[config.mk]
export PLATFORM = sky130hd
export DESIGN_NAME = qdec_counter
export DESIGN_NICKNAME = d
export VERILOG_FILES = /design/src/rtl/qdec_pkg.sv /design/src/rtl/qdec_input_cond.sv /design/src/rtl/qdec_step_decode.sv /design/src/rtl/qdec_pos_counter.sv /design/src/rtl/qdec_counter.sv
export SDC_FILE = /design/constraint.sdc
export NUM_CORES = 1
export LEC_CHECK = 0
export BUFFER_PORTS_ARGS = -buffer_cell sky130_fd_sc_hd__buf_4
export CORE_ASPECT_RATIO = 1.75
export CORE_MARGIN = 2
export CORE_UTILIZATION = 60
export DETAILED_ROUTE_END_ITERATION = 16
export GPL_TIMING_DRIVEN = 0
export PLACE_DENSITY = 0.85
export RECOVER_POWER = 100
export SYNTH_ARGS = -nofsm -noshare
export SYNTH_HDL_FRONTEND = slang
export SYNTH_SLANG_ARGS = --single-unit
export TNS_END_PERCENT = 50
[constraint.sdc]
create_clock -name clk -period 4.7 [get_ports clk]
set_clock_uncertainty 0.1 [all_clocks]
set_input_delay 0.94 -clock clk [delete_from_list [all_inputs] [get_ports clk]]
set_output_delay 0.94 -clock clk [all_outputs]
set_load 0.02 [all_outputs]
[src/rtl/qdec_pkg.sv]
package qdec_pkg;

  typedef enum logic {
    MODE_AB     = 1'b0,
    MODE_CNTDIR = 1'b1
  } qdec_mode_e;

  typedef struct packed {
    logic valid;
    logic up;
  } qdec_step_t;

endpackage

[src/rtl/qdec_input_cond.sv]
module qdec_input_cond #(
  parameter int FLT_W     = 4,
  parameter int FLT_SHIFT = 2
) (
  input  logic             clk,
  input  logic             rst,
  input  logic             pin,
  input  logic             invert,
  input  logic             flt_en,
  input  logic [FLT_W-1:0] flt_len,
  output logic             level
);
  localparam int FCNT_W = FLT_W + FLT_SHIFT;

  logic              sync1, sync2;
  logic              lvl_in;
  logic              active;
  logic [FCNT_W-1:0] limit;
  logic [FCNT_W-1:0] run_cnt;

  // two-flop synchronizer on the raw pin
  always_ff @(posedge clk) begin
    if (rst) begin
      sync1 <= 1'b0;
      sync2 <= 1'b0;
    end else begin
      sync1 <= pin;
      sync2 <= sync1;
    end
  end

  // inversion happens before any edge logic downstream
  assign lvl_in = sync2 ^ invert;
  assign active = flt_en && (flt_len != '0);
  assign limit  = {flt_len, {FLT_SHIFT{1'b0}}} - {{(FCNT_W-1){1'b0}}, 1'b1};

  always_ff @(posedge clk) begin
    if (rst) begin
      level   <= 1'b0;
      run_cnt <= '0;
    end else if (!active) begin
      level   <= lvl_in;
      run_cnt <= '0;
    end else if (lvl_in == level) begin
      run_cnt <= '0;
    end else if (run_cnt == limit) begin
      level   <= lvl_in;
      run_cnt <= '0;
    end else begin
      run_cnt <= run_cnt + {{(FCNT_W-1){1'b0}}, 1'b1};
    end
  end

endmodule

[src/rtl/qdec_step_decode.sv]
module qdec_step_decode
  import qdec_pkg::*;
(
  input  logic       clk,
  input  logic       rst,
  input  qdec_mode_e mode,
  input  logic       ph_a,
  input  logic       ph_b,
  output qdec_step_t step
);
  logic prev_a, prev_b;
  logic chg_a, chg_b;

  // previous levels track every cycle so disabled edges are never replayed
  always_ff @(posedge clk) begin
    if (rst) begin
      prev_a <= 1'b0;
      prev_b <= 1'b0;
    end else begin
      prev_a <= ph_a;
      prev_b <= ph_b;
    end
  end

  assign chg_a = ph_a ^ prev_a;
  assign chg_b = ph_b ^ prev_b;

  always_comb begin
    step = '0;
    unique case (mode)
      MODE_AB: begin
        // exactly one phase moved; A leading B means up
        step.valid = chg_a ^ chg_b;
        step.up    = ph_a ^ prev_b;
      end
      MODE_CNTDIR: begin
        step.valid = ph_a & ~prev_a;
        step.up    = ph_b;
      end
      default: step = '0;
    endcase
  end

endmodule

[src/rtl/qdec_pos_counter.sv]
module qdec_pos_counter
  import qdec_pkg::*;
#(
  parameter int CNT_W = 16
) (
  input  logic             clk,
  input  logic             rst,
  input  logic             en,
  input  qdec_step_t       step,
  input  logic [CNT_W-1:0] lo_bound,
  input  logic [CNT_W-1:0] hi_bound,
  input  logic             ovf_clr,
  output logic [CNT_W-1:0] count,
  output logic             dir_up,
  output logic             ovf,
  output logic             ovf_top
);
  localparam logic [CNT_W-1:0] ONE = {{(CNT_W-1){1'b0}}, 1'b1};

  logic take;
  logic wrap_hi, wrap_lo;

  assign take    = en && step.valid;
  assign wrap_hi = take &&  step.up && (count >= hi_bound);
  assign wrap_lo = take && !step.up && (count <= lo_bound);

  always_ff @(posedge clk) begin
    if (rst) begin
      count   <= lo_bound;
      dir_up  <= 1'b1;
      ovf     <= 1'b0;
      ovf_top <= 1'b0;
    end else begin
      if (take) begin
        dir_up <= step.up;
        if (step.up) count <= wrap_hi ? lo_bound : count + ONE;
        else         count <= wrap_lo ? hi_bound : count - ONE;
      end
      if (wrap_hi || wrap_lo) ovf_top <= wrap_hi;
      ovf <= (ovf && !ovf_clr) || wrap_hi || wrap_lo;
    end
  end

endmodule

[src/rtl/qdec_counter.sv]
module qdec_counter
  import qdec_pkg::*;
#(
  parameter int CNT_W     = 16,
  parameter int FLT_W     = 4,
  parameter int FLT_SHIFT = 2
) (
  input  logic             clk,
  input  logic             rst,
  input  logic             i_pha,
  input  logic             i_phb,
  input  logic             i_en,
  input  logic             i_mode,
  input  logic             i_inv_a,
  input  logic             i_inv_b,
  input  logic             i_flt_en_a,
  input  logic             i_flt_en_b,
  input  logic [FLT_W-1:0] i_flt_len_a,
  input  logic [FLT_W-1:0] i_flt_len_b,
  input  logic [CNT_W-1:0] i_min,
  input  logic [CNT_W-1:0] i_max,
  input  logic             i_ovf_clr,
  output logic [CNT_W-1:0] o_count,
  output logic             o_dir_up,
  output logic             o_ovf,
  output logic             o_ovf_top
);
  localparam int NCH = 2;

  logic [NCH-1:0] ch_pin, ch_inv, ch_fen, ch_lvl;
  logic [FLT_W-1:0] ch_len [NCH];
  logic       lvl_a, lvl_b;
  qdec_step_t step;
  logic       step_valid, step_up;

  assign ch_pin    = {i_phb, i_pha};
  assign ch_inv    = {i_inv_b, i_inv_a};
  assign ch_fen    = {i_flt_en_b, i_flt_en_a};
  assign ch_len[0] = i_flt_len_a;
  assign ch_len[1] = i_flt_len_b;

  for (genvar g = 0; g < NCH; g++) begin : g_ch
    qdec_input_cond #(.FLT_W(FLT_W), .FLT_SHIFT(FLT_SHIFT)) u_cond (
      .clk     (clk),
      .rst     (rst),
      .pin     (ch_pin[g]),
      .invert  (ch_inv[g]),
      .flt_en  (ch_fen[g]),
      .flt_len (ch_len[g]),
      .level   (ch_lvl[g])
    );
  end

  assign lvl_a = ch_lvl[0];
  assign lvl_b = ch_lvl[1];

  qdec_step_decode u_dec (
    .clk  (clk),
    .rst  (rst),
    .mode (qdec_mode_e'(i_mode)),
    .ph_a (lvl_a),
    .ph_b (lvl_b),
    .step (step)
  );

  assign step_valid = step.valid;
  assign step_up    = step.up;

  qdec_pos_counter #(.CNT_W(CNT_W)) u_cnt (
    .clk      (clk),
    .rst      (rst),
    .en       (i_en),
    .step     (step),
    .lo_bound (i_min),
    .hi_bound (i_max),
    .ovf_clr  (i_ovf_clr),
    .count    (o_count),
    .dir_up   (o_dir_up),
    .ovf      (o_ovf),
    .ovf_top  (o_ovf_top)
  );

endmodule

==> out/results.txt <==
The initial antenna violation count is 0, and the number of sinks driven by the clock tree is 39. TritonCTS built the clock tree. The insertion delay to the later sink of the worst-skew pair was 300 ps; the share of final-layout standard cells stronger than drive strength 1 was 14.3%.

The H-tree depth is 2. Final max-slew violation count: 0. The final critical path time including I/O delays and setup came out at 3780 ps.

The post-synthesis sequential element count is 39. The area growth from synthesis to layout came out at 18.1%. The floorplan step defined a die boundary enclosing 0.00627 mm^2. For the via count of the first global-routing pass, the log shows 3063. The post-cts gate resize count came out at 0. The total negative setup slack is 0 ps. The capturing point of the worst reg2reg path was u_cnt.count[12]. The number of different library cells in the post-synthesis netlist is 50, and the post-detailed-routing wire length is 8650 um.

The kind of path behind the tightest hold check is reg2reg. Number of enable flip-flop cells after synthesis: 16. Buffers added to address setup during post-CTS repair amount to 0. VDD sags by at most 0.000184 V. The worst-margin pin slew was 901 ps. The number of buffers created by CTS came out at 5.

The total met3 wirelength after detailed routing was 426 um; the wire length on met1 was 3060 um. Routed signal wires occupy layers up through met4. The cell depth of the worst min-delay path was 1. The run gives 72.7% as the fraction of the core area covered by cells at the end of the flow. Entering global routing, the biggest net connects 17 pins.

The total length of routed met2 wires is 4740 um. Pin placement for this block handled 70 I/O pins. The post-detailed-route via-to-cell ratio is 5.86, and the total number of yosys warnings is 0. Worst setup path category: reg2reg. The post-synth net total is 483, and the synthesized area per cell is 8.60 um^2. The startpoint identified for the worst register-to-register timing path is g_ch[0].u_cond.level.

The run gives 0 as the number of endpoints failing setup at the final stage. Setup repair after global routing left no endpoint under its margin. In the synthesized netlist the async set-or-reset flop fraction comes to 0%.

The vertical extent of the die is 103 um, and the number of remaining DRC errors is 0. The share of the clock period used by the worst path after layout was 80.5%. Final global-route overflow total: 0. The worst hold path begins at g_ch[1].u_cond.run_cnt[0].

Along the worst path, the maximum fanout reaches 10. The number of hold buffers added after CTS was 0. Data on the critical path arrives at its endpoint at 3760 ps. For this configuration, the core starts out at a cell density of 61.5%. The count of endpoints failing hold in the final timing report is 0, and the wire length per cell after detailed routing is 15.8 um. Timing would allow up to 0.264 GHz. Dividing total power by cell area gives a power density of 276 mW/mm^2. Sorting the synthesized cells by area gives the leading types as sky130_fd_sc_hd__ha_1 (14%), sky130_fd_sc_hd__edfxtp_1 (14%), sky130_fd_sc_hd__dfxtp_1 (14%), sky130_fd_sc_hd__xor2_1 (7.5%), sky130_fd_sc_hd__xnor2_1 (5.7%).

The longest clock path from root to sink contains 2 buffers. The via count came out at 3197. The floorplan step defined a core boundary enclosing 0.00550 mm^2.

The tools report the number of cell rows as 36. The worst setup path is launched from a flop. Timing analysis after detailed placement gives a worst setup slack of 902 ps.

Clock tree synthesis selected as its root buffer the cell sky130_fd_sc_hd__clkbuf_8. Before antenna repair, the detailed router went through 4 iterations. The run finished with clean final reports. The synthesized netlist occupies a cell area of 0.00338 mm^2.

After the last flow step, the layout net total stands at 559. The final weighted congestion in routability-driven placement is 0.938, and the area share of the largest cell type after synthesis is 14.4%. In this run the horizontal extent of the chip is 60.7 um. The filler cells instantiated in the layout total 490.

The total half-perimeter wirelength after legalization and detailed placement came out at 6870 um. The first global-routing pass estimated 13600 um of wire. Global routing consumed, over all layers together, 28.8% of the routing resources.

For the register-to-register path setup slack, the log shows 920 ps. The number of antenna diodes in the final layout is 0. The worst path meets setup with 916 ps of slack. The most used flip-flop cell after synthesis is sky130_fd_sc_hd__dfxtp_1. In this run, the number of DRC markers left after iteration 0 of detailed routing was 185. Worst slew slack as a fraction of its limit: 40.0%. The analysis attributes to cell leakage a power of 1.75 nW. Measured in cells, the most critical reg-to-reg path has a length of 9. The run gives 4670 ps as the critical path required time.

The tools report the critical path endpoint category as a flop. In this run the remaining antenna-violating nets after routing total 0. The run gives 393 as the synthesized netlist cell count. Largest area contributor in the netlist: sky130_fd_sc_hd__ha_1. The count of input and output buffers works out to 69. The count of maximum capacitance violations came out at 0. Clock-pin slew was measured on the worst setup and hold paths at 80 ps. The worst hold path terminates at g_ch[1].u_cond.run_cnt[0]. For this run, the register share of the synthesized area comes to 27.8%.
## where the power goes
| part | total (mW) | internal (mW) | switching [mW] |
|---|---|---|---|
| registers | 0.441 | 0.389 | 0.0521 |
| logic | 0.394 | 0.169 | 0.224 |
| clock network | 0.265 | 0.137 | 0.128 |
| total | 1.10 | 0.695 | 0.405 |
## sequential cells by signal, summed over array words and instances (netlist names)
signal               flops
g_ch.u_cond.level        2
g_ch.u_cond.run_cnt     12
g_ch.u_cond.sync1        2
g_ch.u_cond.sync2        2
u_cnt.count             16
u_cnt.dir_up             1
u_cnt.ovf                1
u_cnt.ovf_top            1
u_dec.prev_a             1
u_dec.prev_b             1
## cell usage in the layout (no fill, tap or decap), types with 2 or more instances in the layout
cell type | Yosys | layout
sky130_fd_sc_hd__a211o_1 | 2 | 2
sky130_fd_sc_hd__a21o_1 | 3 | 3
sky130_fd_sc_hd__a21oi_1 | 20 | 21
sky130_fd_sc_hd__a221oi_1 | 3 | 3
sky130_fd_sc_hd__and3_1 | 4 | 4
sky130_fd_sc_hd__buf_2 | 4 | 3
sky130_fd_sc_hd__buf_4 | 1 | 46
sky130_fd_sc_hd__buf_6 | 2 | 2
sky130_fd_sc_hd__clkbuf_1 | 6 | 30
sky130_fd_sc_hd__clkbuf_8 | 0 | 5
sky130_fd_sc_hd__dfxtp_1 | 23 | 23
sky130_fd_sc_hd__edfxtp_1 | 16 | 16
sky130_fd_sc_hd__ha_1 | 39 | 39
sky130_fd_sc_hd__inv_1 | 41 | 41
sky130_fd_sc_hd__mux2i_1 | 17 | 17
sky130_fd_sc_hd__nand2_1 | 21 | 21
sky130_fd_sc_hd__nand2b_1 | 9 | 9
sky130_fd_sc_hd__nand3_1 | 16 | 16
sky130_fd_sc_hd__nand4_1 | 9 | 9
sky130_fd_sc_hd__nor2_1 | 36 | 36
sky130_fd_sc_hd__nor2b_1 | 8 | 8
sky130_fd_sc_hd__nor3_1 | 11 | 12
sky130_fd_sc_hd__nor4_1 | 3 | 3
sky130_fd_sc_hd__o211ai_1 | 1 | 2
sky130_fd_sc_hd__o21a_1 | 3 | 3
sky130_fd_sc_hd__o21ai_0 | 9 | 9
sky130_fd_sc_hd__o221ai_1 | 9 | 9
sky130_fd_sc_hd__or3_1 | 3 | 3
sky130_fd_sc_hd__or4_4 | 2 | 2
sky130_fd_sc_hd__xnor2_1 | 22 | 22
sky130_fd_sc_hd__xor2_1 | 29 | 29
## kinds of logic (layout without fill, tap and decap cells)
| logic type | count (synthesis) | count (layout) | synth area share [%] |
|---|---|---|---|
| AOI/OAI and AO/OA | 62 | 62 | 13.1 |
| buffers and inverters | 55 | 132 | 6.81 |
| and+or+nand+nor | 130 | 130 | 19.6 |
| DFF | 39 | 39 | 27.8 |
| xor gates and xnor gates | 51 | 51 | 13.2 |
| muxes | 17 | 17 | 5.03 |
| adders and majority gates | 39 | 39 | 14.4 |
## cell usage after synthesis, types with 2 or more instances
library cell	instances
sky130_fd_sc_hd__a21oi_1	20
sky130_fd_sc_hd__inv_1	41
sky130_fd_sc_hd__or3_1	3
sky130_fd_sc_hd__xnor2_1	22
sky130_fd_sc_hd__nor2b_1	8
sky130_fd_sc_hd__ha_1	39
sky130_fd_sc_hd__clkbuf_1	6
sky130_fd_sc_hd__mux2i_1	17
sky130_fd_sc_hd__nand2_1	21
sky130_fd_sc_hd__buf_2	4
sky130_fd_sc_hd__o21a_1	3
sky130_fd_sc_hd__nor2_1	36
sky130_fd_sc_hd__xor2_1	29
sky130_fd_sc_hd__or4_4	2
sky130_fd_sc_hd__a211o_1	2
sky130_fd_sc_hd__nor3_1	11
sky130_fd_sc_hd__nand4_1	9
sky130_fd_sc_hd__nand3_1	16
sky130_fd_sc_hd__nor3_2	2
sky130_fd_sc_hd__and3_1	4
sky130_fd_sc_hd__nor4_1	3
sky130_fd_sc_hd__o221ai_1	9
sky130_fd_sc_hd__a221oi_1	3
sky130_fd_sc_hd__dfxtp_1	23
sky130_fd_sc_hd__o21ai_0	9
sky130_fd_sc_hd__buf_6	2
sky130_fd_sc_hd__edfxtp_1	16
sky130_fd_sc_hd__a21o_1	3
sky130_fd_sc_hd__nand2b_1	9
## per-layer routing
layer	vias to the layer above	GRT usage (%)
met5	-	0
met1	1504	29.0
met2	117	54.9
met3	42	3.73
li1	1534	-
met4	0	14.9
## layout make-up
cell class              instances  area [um^2]  share of cell area, %
well taps                      76         95.1                   2.38
plain buffers                  14         71.3                   1.79
multi-input cells             299         2190                   54.8
inverters                      41          154                   3.85
repair buffers                 69          435                   10.9
clock inverters                 2         13.8                  0.345
clock buffers                   6         93.8                   2.35
flip-flops and latches         39          941                   23.6
## worst max-delay path, stage by stage (launching register included)
cell	delay [ps]
sky130_fd_sc_hd__dfxtp_1	450
sky130_fd_sc_hd__ha_1	280
sky130_fd_sc_hd__xor2_1	170
sky130_fd_sc_hd__xnor2_1	120
sky130_fd_sc_hd__o211ai_1	630
sky130_fd_sc_hd__nor2_1	160
sky130_fd_sc_hd__a21oi_1	760
sky130_fd_sc_hd__clkbuf_1	490
sky130_fd_sc_hd__nor2_1	80
sky130_fd_sc_hd__a221oi_1	320
## stage by stage
stage / instances / power (mW) / hold slack (ps) / area (um^2)
after floorplan: 393 / 0.709 / 314 / 3380
after global placement: 538 / 0.846 / 323 / 3990
after detailed placement: 538 / 0.860 / 337 / 3990
after CTS: 546 / 1.12 / 353 / 4100
after global routing: 546 / 1.16 / 363 / 3990
final: 546 / 1.10 / 348 / 3990
## worst max path at each step
stage	slack (ps)	depth (start not counted)	endpoint	from
after floorplan	1470	10	u_cnt.count[15]	i_min[15]
after global placement	1010	11	u_cnt.count[15]	i_min[15]
after detailed placement	900	11	u_cnt.count[15]	i_min[15]
after CTS	1230	11	u_cnt.count[15]	i_min[15]
after global routing	670	9	u_cnt.count[12]	g_ch[0].u_cond.level
final	920	9	u_cnt.count[12]	g_ch[0].u_cond.level
(Power assumes the default switching activity.)
